<file path="config.mk">
export PLATFORM = sky130hd
export DESIGN_NAME = tmr_pair_top
export DESIGN_NICKNAME = d
export VERILOG_FILES = /design/src/rtl/tmr_pkg.sv /design/src/rtl/tmr_prescale.sv /design/src/rtl/tmr_fall_det.sv /design/src/rtl/tmr_chan.sv /design/src/rtl/tmr_pair_top.sv
export SDC_FILE = /design/constraint.sdc
export NUM_CORES = 1
export LEC_CHECK = 0
export ABC_AREA = 1
export BUFFER_PORTS_ARGS = -buffer_cell sky130_fd_sc_hd__buf_4
export CAP_MARGIN = 10
export CORE_MARGIN = 4
export CORE_UTILIZATION = 48
export DETAILED_ROUTE_END_ITERATION = 16
export GPL_TIMING_DRIVEN = 1
export PLACE_DENSITY = 0.7
export SETUP_SLACK_MARGIN = 0.15
export SLEW_MARGIN = 20
export SYNTH_ARGS = -nofsm -noshare
export SYNTH_HDL_FRONTEND = slang
export SYNTH_SLANG_ARGS = --single-unit
</file>
<file path="constraint.sdc">
create_clock -name clk_i -period 2.2 [get_ports clk_i]
set_clock_uncertainty 0.1 [all_clocks]
set_input_delay 0.11 -clock clk_i [delete_from_list [all_inputs] [get_ports clk_i]]
set_output_delay 0.11 -clock clk_i [all_outputs]
set_load 0.01 [all_outputs]
</file>
<file path="src/rtl/tmr_pkg.sv">
package tmr_pkg;
  typedef enum logic [1:0] {
    MD_13B    = 2'd0,
    MD_16B    = 2'd1,
    MD_RELOAD = 2'd2,
    MD_SPLIT  = 2'd3
  } tmr_mode_e;

  typedef struct packed {
    logic      gate;
    logic      ext_src;
    tmr_mode_e mode;
  } chan_cfg_t;

  localparam logic [2:0] ADDR_CTRL = 3'd0;
  localparam logic [2:0] ADDR_MODE = 3'd1;
  localparam logic [2:0] ADDR_LO0  = 3'd2;
  localparam int         NUM_CH    = 2;
endpackage

</file>
<file path="src/rtl/tmr_prescale.sv">
module tmr_prescale #(
  parameter int DIV = 6
) (
  input  logic clk_i,
  input  logic rst_ni,
  output logic tick_o
);
  localparam int CW = (DIV > 1) ? $clog2(DIV) : 1;
  localparam logic [CW-1:0] LAST = CW'(DIV - 1);

  logic [CW-1:0] cnt_q;

  always_ff @(posedge clk_i or negedge rst_ni) begin
    if (!rst_ni)           cnt_q <= '0;
    else if (cnt_q == LAST) cnt_q <= '0;
    else                   cnt_q <= cnt_q + 1'b1;
  end

  assign tick_o = (cnt_q == LAST);

  generate
    if (DIV > 1) begin : g_gap
      p_tick_gap_r3 : assert property (@(posedge clk_i) disable iff (!rst_ni)
        tick_o |=> !tick_o);
    end
  endgenerate
endmodule

</file>
<file path="src/rtl/tmr_fall_det.sv">
module tmr_fall_det (
  input  logic clk_i,
  input  logic rst_ni,
  input  logic pin_i,
  output logic fall_o
);
  logic meta_q, s0_q, s1_q;

  always_ff @(posedge clk_i or negedge rst_ni) begin
    if (!rst_ni) begin
      meta_q <= 1'b0;
      s0_q   <= 1'b0;
      s1_q   <= 1'b0;
    end else begin
      meta_q <= pin_i;
      s0_q   <= meta_q;
      s1_q   <= s0_q;
    end
  end

  assign fall_o = s1_q & ~s0_q;
endmodule

</file>
<file path="src/rtl/tmr_chan.sv">
module tmr_chan
  import tmr_pkg::*;
#(
  parameter bit SPLIT_OK = 1'b0
) (
  input  logic      clk_i,
  input  logic      rst_ni,
  input  tmr_mode_e mode_i,
  input  logic      step_i,
  input  logic      hi_step_i,
  input  logic      wr_lo_i,
  input  logic      wr_hi_i,
  input  logic [7:0] wdata_i,
  output logic [7:0] lo_o,
  output logic [7:0] hi_o,
  output logic      ovf_o,
  output logic      hi_ovf_o
);
  logic [7:0] lo_q, hi_q, lo_n, hi_n;
  logic       split, lo_step;

  assign split   = SPLIT_OK && (mode_i == MD_SPLIT);
  // a write to the channel drops the step; split halves are independent
  assign lo_step = step_i & ~wr_lo_i & (split | ~wr_hi_i);

  always_comb begin
    lo_n     = lo_q;
    hi_n     = hi_q;
    ovf_o    = 1'b0;
    hi_ovf_o = 1'b0;
    if (lo_step) begin
      unique case (mode_i)
        MD_13B: begin
          if (lo_q[4:0] == 5'h1f) begin
            lo_n[4:0] = 5'h00;
            hi_n      = hi_q + 8'd1;
            ovf_o     = (hi_q == 8'hff);
          end else begin
            lo_n[4:0] = lo_q[4:0] + 5'd1;
          end
        end
        MD_16B: begin
          {hi_n, lo_n} = {hi_q, lo_q} + 16'd1;
          ovf_o        = &{hi_q, lo_q};
        end
        MD_RELOAD: begin
          if (&lo_q) begin
            lo_n  = hi_q;
            ovf_o = 1'b1;
          end else begin
            lo_n = lo_q + 8'd1;
          end
        end
        default: begin
          if (split) begin
            lo_n  = lo_q + 8'd1;
            ovf_o = &lo_q;
          end
        end
      endcase
    end
    if (split && hi_step_i && !wr_hi_i) begin
      hi_n     = hi_q + 8'd1;
      hi_ovf_o = &hi_q;
    end
    if (wr_lo_i) lo_n = wdata_i;
    if (wr_hi_i) hi_n = wdata_i;
  end

  always_ff @(posedge clk_i or negedge rst_ni) begin
    if (!rst_ni) begin
      lo_q <= '0;
      hi_q <= '0;
    end else begin
      lo_q <= lo_n;
      hi_q <= hi_n;
    end
  end

  assign lo_o = lo_q;
  assign hi_o = hi_q;

  p_wr_prio_r13 : assert property (@(posedge clk_i) disable iff (!rst_ni)
    wr_lo_i |=> lo_q == $past(wdata_i));

  p_reload_r7 : assert property (@(posedge clk_i) disable iff (!rst_ni)
    (mode_i == MD_RELOAD && step_i && lo_q == 8'hff && !wr_lo_i && !wr_hi_i)
      |=> (lo_q == $past(hi_q)) && (hi_q == $past(hi_q)));

  p_wrap16_r5 : assert property (@(posedge clk_i) disable iff (!rst_ni)
    (mode_i == MD_16B && ovf_o) |=> (lo_q == 8'h00) && (hi_q == 8'h00));

  generate
    if (!SPLIT_OK) begin : g_freeze
      p_freeze_r11 : assert property (@(posedge clk_i) disable iff (!rst_ni)
        (mode_i == MD_SPLIT && !wr_lo_i && !wr_hi_i)
          |=> (lo_q == $past(lo_q)) && (hi_q == $past(hi_q)));
    end
  endgenerate
endmodule

</file>
<file path="src/rtl/tmr_pair_top.sv">
module tmr_pair_top
  import tmr_pkg::*;
#(
  parameter int PRESCALE = 6
) (
  input  logic       clk_i,
  input  logic       rst_ni,
  input  logic       reg_we_i,
  input  logic [2:0] reg_addr_i,
  input  logic [7:0] reg_wdata_i,
  output logic [7:0] reg_rdata_o,
  input  logic [1:0] cnt_pin_i,
  input  logic [1:0] gate_pin_i,
  input  logic [1:0] irq_ack_i,
  output logic [1:0] ovf_flag_o,
  output logic       baud_tick_o
);
  logic [7:0] ctrl_q, mode_q;
  logic       pre_tick, ctrl_wr, split0;
  chan_cfg_t  cfg   [NUM_CH];
  logic [NUM_CH-1:0] fall, src, run, step, ovf, hovf, set_tf, wr_lo, wr_hi;
  logic [7:0] lo [NUM_CH];
  logic [7:0] hi [NUM_CH];

  assign ctrl_wr = reg_we_i && (reg_addr_i == ADDR_CTRL);
  assign split0  = (cfg[0].mode == MD_SPLIT);

  tmr_prescale #(.DIV(PRESCALE)) u_pre (
    .clk_i(clk_i), .rst_ni(rst_ni), .tick_o(pre_tick)
  );

  generate
    for (genvar ch = 0; ch < NUM_CH; ch++) begin : g_ch
      localparam logic [2:0] A_LO = 3'(ADDR_LO0 + 2*ch);
      localparam logic [2:0] A_HI = 3'(ADDR_LO0 + 2*ch + 1);

      assign cfg[ch]   = chan_cfg_t'(mode_q[4*ch +: 4]);
      assign wr_lo[ch] = reg_we_i && (reg_addr_i == A_LO);
      assign wr_hi[ch] = reg_we_i && (reg_addr_i == A_HI);
      assign run[ch]   = ctrl_q[4+2*ch] & (~cfg[ch].gate | gate_pin_i[ch]);
      assign src[ch]   = cfg[ch].ext_src ? fall[ch] : pre_tick;

      tmr_fall_det u_fall (
        .clk_i(clk_i), .rst_ni(rst_ni), .pin_i(cnt_pin_i[ch]), .fall_o(fall[ch])
      );

      tmr_chan #(.SPLIT_OK(ch == 0)) u_chan (
        .clk_i    (clk_i),
        .rst_ni   (rst_ni),
        .mode_i   (cfg[ch].mode),
        .step_i   (step[ch]),
        .hi_step_i(ch == 0 ? (ctrl_q[6] & pre_tick) : 1'b0),
        .wr_lo_i  (wr_lo[ch]),
        .wr_hi_i  (wr_hi[ch]),
        .wdata_i  (reg_wdata_i),
        .lo_o     (lo[ch]),
        .hi_o     (hi[ch]),
        .ovf_o    (ovf[ch]),
        .hi_ovf_o (hovf[ch])
      );
    end
  endgenerate

  // channel 1 loses its run bit to channel 0's high byte in split mode
  assign step[0]     = run[0] & src[0];
  assign step[1]     = split0 ? src[1] : (run[1] & src[1]);
  assign set_tf[0]   = ovf[0];
  assign set_tf[1]   = split0 ? hovf[0] : ovf[1];
  assign baud_tick_o = ovf[1];

  always_ff @(posedge clk_i or negedge rst_ni) begin
    if (!rst_ni) begin
      ctrl_q <= '0;
      mode_q <= '0;
    end else begin
      if (reg_we_i && reg_addr_i == ADDR_MODE) mode_q <= reg_wdata_i;
      if (ctrl_wr) begin
        ctrl_q <= reg_wdata_i;
      end else begin
        for (int ch = 0; ch < NUM_CH; ch++) begin
          if (set_tf[ch])         ctrl_q[5+2*ch] <= 1'b1;
          else if (irq_ack_i[ch]) ctrl_q[5+2*ch] <= 1'b0;
        end
      end
    end
  end

  assign ovf_flag_o = {ctrl_q[7], ctrl_q[5]};

  always_comb begin
    unique case (reg_addr_i)
      3'd0:    reg_rdata_o = ctrl_q;
      3'd1:    reg_rdata_o = mode_q;
      3'd2:    reg_rdata_o = lo[0];
      3'd3:    reg_rdata_o = hi[0];
      3'd4:    reg_rdata_o = lo[1];
      3'd5:    reg_rdata_o = hi[1];
      default: reg_rdata_o = 8'h00;
    endcase
  end

  p_flag_set_r12 : assert property (@(posedge clk_i) disable iff (!rst_ni)
    (set_tf[0] && !ctrl_wr) |=> ctrl_q[5]);

  p_ack_clear_r12 : assert property (@(posedge clk_i) disable iff (!rst_ni)
    (irq_ack_i[0] && !set_tf[0] && !ctrl_wr) |=> !ctrl_q[5]);

  p_split_tf1_r10 : assert property (@(posedge clk_i) disable iff (!rst_ni)
    (split0 && !hovf[0] && !ctrl_wr && !ctrl_q[7]) |=> !ctrl_q[7]);

  p_gate_hold_r4 : assert property (@(posedge clk_i) disable iff (!rst_ni)
    (cfg[0].gate && !gate_pin_i[0] && !wr_lo[0] && !wr_hi[0]) |=> lo[0] == $past(lo[0]));
endmodule

</file>
# After elaboration in Yosys (flattened, before gate mapping)
# Cells that the tools add are included.
[word_totals] register_bits=57 input_bits=20 elab_cells=145 out_inout_bits=11
[classes] n_eq_ne=18 reduce_logical=35 n_mux=44 n_bitwise=22 add_sub_neg=9
[op_table] operator="8-bit 2-to-1 mux" count=14
[op_table] operator="8-bit case mux with 6 select lines" count=1
[op_table] operator="16-bit by 1-bit adder with 16-bit output (second input constant)" count=2
[op_table] operator="8-bit by 1-bit adder with 8-bit output (second input constant)" count=4
[op_table] operator="8-bit case mux with 2 select lines" count=2
[op_table] operator="16-bit AND reduction" count=2
[op_table] operator="5-bit case mux with 3 select lines" count=2
[op_table] operator="8-bit AND reduction" count=3
[op_table] operator="1-bit 2-to-1 mux" count=18
[op_table] operator="8-bit equality test (second input constant)" count=2
[op_table] operator="3-bit nonzero test" count=5
[op_table] operator="4-bit nonzero test" count=3
[op_table] operator="1-bit AND" count=11
[op_table] operator="5-bit by 1-bit adder with 5-bit output (second input constant)" count=2
[op_table] operator="5-bit equality test (second input constant)" count=2
[op_table] operator="5-bit 2-to-1 mux" count=2
[op_table] operator="3-bit equality test (second input constant)" count=3
[op_table] operator="3-bit case mux with 3 select lines" count=1
[op_table] operator="3-bit AND reduction" count=3
[op_table] operator="1-bit logical AND" count=8
[op_table] operator="1-bit NOT" count=8
[op_table] operator="2-bit equality test (second input constant)" count=3
[op_table] operator="3-bit by 2-bit equality test with 1-bit output (second input constant)" count=2
[op_table] operator="1-bit case mux with 3 select lines" count=2
[op_table] operator="other kinds (15)" count=23

# Logic depth before layout (Yosys ltp)
[depth] word_depth=11 ltp_mapped=13 depth_no_buf=12

# Cells and area by module
# A second synthesis with hierarchy kept.
[hier_totals] hier_cells=766 area_unflattened_um2=4956.0
[modules_own_cells] mod="tmr_chan (g_ch[0].u_chan)" instances=1 seq_area_each_um2=400.4 cells_each=281 area_per_inst_um2=1739.2
[modules_own_cells] mod="tmr_chan (g_ch[1].u_chan)" instances=1 seq_area_each_um2=400.4 cells_each=257 area_per_inst_um2=1565.3
[modules_own_cells] mod="tmr_pair_top" instances=1 seq_area_each_um2=400.4 cells_each=204 area_per_inst_um2=1361.3
[modules_own_cells] mod="tmr_fall_det" instances=2 seq_area_each_um2=75.1 cells_each=5 area_per_inst_um2=85.1
[modules_own_cells] mod="tmr_prescale" instances=1 seq_area_each_um2=75.1 cells_each=14 area_per_inst_um2=120.1

# Worst setup path after synthesis
# Ideal clock, no wire load.
[synth_path] kind="register to register" from="reg g_ch[0].u_chan.lo_q[0]" to="reg g_ch[0].u_chan.hi_q[4]" period_less_slack_ns=1.798 setup_slack_ns=0.402 arrival_ns=1.582 t_required_ns=1.984 setup_time_ns=0.116 path_stages_with_launch=14 n_path_buf=1 path_cell_list="dfrtp_1 > ha_1 > nand2_1 > nor2_1 > ha_1 > nor2_1 > nor2_1 > nand4_1 > nand2_2 > inv_2 > buf_6 > a21oi_1 > nand2_1 > nand2_1"
[synth_via] elab_chain_len=5 word_cells_on_any_way=8 cone_classes="add/sub: 1; eq/ne: 2; mux: 4; reduce/logical: 1"
[synth_rtl] item="start: declaration" line="tmr_chan.sv:19" rtl="logic [7:0] lo_q, hi_q, lo_n, hi_n;"
[synth_rtl] item="start signal: assignment" line="tmr_chan.sv:75" rtl="lo_q <= lo_n;"
[synth_rtl] item="16-bit by 1-bit adder with 16-bit output" line="tmr_chan.sv:43" rtl="{hi_n, lo_n} = {hi_q, lo_q} + 16'd1;"
[synth_rtl] item="8-bit case mux with 2 select lines" line="tmr_chan.sv:32" rtl="unique case (mode_i)"
[synth_rtl] item="8-bit 2-to-1 mux" line="tmr_chan.sv:31" rtl="if (lo_step) begin"
[synth_rtl] item="8-bit 2-to-1 mux" line="tmr_chan.sv:62" rtl="if (split && hi_step_i && !wr_hi_i) begin"
[synth_rtl] item="8-bit 2-to-1 mux" line="tmr_chan.sv:67" rtl="if (wr_hi_i) hi_n = wdata_i;"
[synth_rtl] item="end signal: assignment" line="tmr_chan.sv:76" rtl="hi_q <= hi_n;"
[synth_rtl] item="end: declaration" line="tmr_chan.sv:19"
# Parallel ways exist; a longest one is shown, timed or not. The select of a mux whose other input is x is not followed.
# A chain may end at the register's enable or synchronous reset.

# Final worst setup path
[layout_path] from="reg mode_q[5]" to="out baud_tick_o"
[layout_via] elab_chain_len=3 word_cells_on_any_way=5 cone_classes="eq/ne: 2; mux: 2; reduce/logical: 1"
[layout_rtl] item="start: declaration" line="tmr_pair_top.sv:18" rtl="logic [7:0] ctrl_q, mode_q;"
[layout_rtl] item="start signal: assignment" line="tmr_pair_top.sv:76" rtl="if (reg_we_i && reg_addr_i == ADDR_MODE) mode_q <= reg_wdata_i;"
[layout_rtl] item="2-bit equality test, or another cell as far along" line="tmr_chan.sv:32"
[layout_rtl] item="1-bit case mux with 3 select lines (*)" line="tmr_chan.sv:32"
[layout_rtl] item="1-bit 2-to-1 mux (*)" line="tmr_chan.sv:31"
[layout_rtl] item="end: declaration" line="tmr_pair_top.sv:16" rtl="output logic baud_tick_o"
# Every way passes the cells marked *; elsewhere a longest branch is shown, timed or not.

==> reports/metrics.yaml <==
synth:
  synth_edf_count: 0
  synthTopCellsByArea: "dfrtp_1 (34%), nand2_1 (19%), inv_1 (7.5%)"
  ys_seq_area_share_pct: 33.6
  syn_nets: 686
  avgSynthCellArea_sq_um: 6.50
  synth_most_common_cell: "nand2_1"
  synth_top_area_cell: "dfrtp_1"
  netlist_instances: 652
  synth_flop_cell: "dfrtp_1"
  synth_cell_type_count: 38
  ys_seq_elements: 57
  ys_top_cells_by_count: "nand2_1 (219), inv_1 (85), nand3_1 (62), dfrtp_1 (57), nor2_1 (48)"
  async_flop_share_pct: 100
  ys_warn_count: 0
  synth_top_area_share_pct: 33.6
  syn_area_sq_um: 4240
finish:
  area_growth_pct: 23.5
  multiInputGateArea_sq_um: 2540
  drive_above_1_share_pct: 17.8
  antenna_cells: 0
  nets: 762
  regArea_sq_um: 1430
  fin_cells: 840
  postLayoutCellArea_sq_um: 5240
  fill_cells: 843
  postLayoutCoreUtil_pct: 60.6
timing:
  slew_viol_final: 0
  relSlewSlack_pct: 48.6
  hold_viol_final: 0
  fin_crit_sh_pct: 92.8
  tightest_slew_ps: 771
  grt_setup_unrepaired: "true"
  fin_tns_setup_ps: 0
  fmax_ghz: 0.490
  setup_viol_count_final: 0
  min_period_ps: 2040
hold_path:
  hold_depth: 4
  hp-start: "irq_ack_i[1]"
  min_path_type: "input port to flip-flop"
  min_to: "ctrl_q[7]"
floorplanning:
  core_area_sq_um: 8640
  start_util_pct: 49.1
  fp-row-count: 34
  num_io_pins: 31
  dieHeight_microns: 102
  dieArea_sq_um: 10400
  die_x_microns: 102
clock_tree:
  cts.sinks: 57
  clock-root-buffer: "clkbuf_8"
  numCtsBuffers: 9
  path_clk_slew_ps: 60
  htree_num_levels: 3
  cts_tree: "yes"
  clockBufferDepth: 2
  worstSkewPairLatency_ps: 360
global_route:
  grt_pass1_wl_mm: 22.4
  grt-ovfl-total: 0
  grt_max_degree: 58
  grt_pass1_vias: 4417
  grt_use_total_pct: 28.1
  antenna_found_initial: 0
place:
  dp.final_hpwl_mm: 10.8
  dp.cells: 790
  gp_routability_congestion: 0.989
  postPlaceCellArea_sq_um: 4610
  port_buffers: 30
routing:
  wirelength_mm: 14.7
  vias: 4815
  drtIter0Drc: 436
  final_antenna_net_count: 0
  post_drt_wl_per_cell_microns: 17.5
  first_pass_iters: 6
  drcViolationCount: 0
  viasPerCell: 5.73
power_and_ir_drop:
  p_leak_nw: 2.65
  ir_drop_mv: 0.435
  power.density_nw_per_um2: 955
setup_path:
  worstPathCellList: "inv_1 -> ha_4 -> inv_1 -> o21ai_2 -> nand2_1 -> nand2_1 -> and2_4 -> buf_6"
  timing.rr.start: "g_ch[1].u_chan.lo_o[1]"
  critPathSlowestCell: "dfrtp_1"
  critPathKind: "flip-flop to primary output"
  r2r_slack_ps: 170
  cp_data_required_time_ps: 1990
  crit_path_start_kind: "flip-flop"
  crit_path_end_kind: "primary output"
  reg2regPathDepth: 11
  worstPathMaxFanout: 9
  crit_start: "mode_q[5]"
  r2r_end: "g_ch[1].u_chan.hi_o[6]"
  max_stage_delay_ps: 440
  worstPathArrival_ps: 1830
status:
  status: "completed"
run:
  drv_cap: 0
-- repair_timing --
item,CTS,global route
hold buffers,12,0
endpoints found under the setup margin,9,23
resized for setup,16,27
pin swaps,3,10
endpoints found under the hold margin,72,0
buffers inserted,5,18
-- registers in the layout (all words and copies together) (netlist names) --
signal,count
mode_q,8
g_ch.u_fall.meta_q,2
u_pre.cnt_q,3
g_ch.u_fall.s1_q,2
g_ch.u_chan.lo_o,16
g_ch.u_fall.s0_q,2
ctrl_q,8
g_ch.u_chan.hi_o,16
-- where the power goes --
part           total, W  switching (W)  internal [W]
logic           0.00223        0.00136      0.000868
clock network   0.00101       0.000433      0.000575
registers       0.00176       0.000394       0.00137
-- placed cells by master (no fill, tap or decap), drive strengths merged --
master / instances
a221oi: 2
and3: 1
clkbuf: 12
nor2: 53
a31oi: 1
and2: 1
nand4: 11
a22o: 1
or2: 3
o221ai: 2
o2111ai: 1
bufinv: 1
nand2: 225
a21oi: 26
nor3: 10
o22ai: 12
o211ai: 9
a211oi: 1
dlygate4sd3: 12
buf: 61
o21ai: 51
dfrtp: 57
inv: 91
clkinv: 3
nor3b: 1
xor2: 8
nand3: 62
ha: 14
-- worst max-delay path, delay by kind of cell (launching register included) --
kind            cells  cell delay [ps]
simple gates        3              300
fa+ha+maj           1              210
flops               1              440
compound gates      1              170
buf+inv             3              360
-- worst max path at each step --
| stage | endpoint | slack, ps |
|---|---|---|
| final | baud_tick_o | 160 |
| after global routing | g_ch[1].u_chan.hi_o[6] | 70 |
| after CTS | baud_tick_o | 150 |
| after detailed placement | g_ch[0].u_chan.hi_o[2] | 130 |
| after global placement | g_ch[1].u_chan.lo_o[4] | 150 |
| after floorplan | g_ch[0].u_chan.hi_o[4] | 400 |
-- area by class of cell --
| type | instances | share of cell area, % |
|---|---|---|
| inverters | 92 | 6.74 |
| repair buffers | 73 | 11.1 |
| flip-flops and latches | 57 | 27.3 |
| clock buffers | 12 | 2.96 |
| multi-input cells | 495 | 48.5 |
| well taps | 108 | 2.58 |
| clock inverters | 3 | 0.765 |
-- per-layer routing --
metal / part of all wire [%] / global-route usage, % / up-vias
met5: 0 / 0 / -
met4: 3.3 / 11.0 / 0
met3: 9.9 / 5.26 / 38
met2: 43 / 40.8 / 221
met1: 44 / 41.3 / 2282
li1: - / - / 2274
-- through the flow --
step	total power [W]	setup slack (ps)	hold WS, ps
after floorplan	0.00303	402	-286
after global placement	0.00368	151	119
after detailed placement	0.00371	128	121
after CTS	0.00480	150	81.2
after global routing	0.00533	71.9	123
final	0.00500	159	88.6
-- kinds of logic after synthesis --
logic type / after synthesis / share of synthesized area [%]
AND/OR/NAND/NOR: 367 / 37.0
AO/OA/AOI/OAI: 106 / 14.2
buffers and inverters: 100 / 9.33
flip-flops: 57 / 33.6
adder cells (fa/ha/maj): 14 / 4.13
XOR/XNOR: 8 / 1.65
No activity file was read; power rests on OpenSTA's default activity.
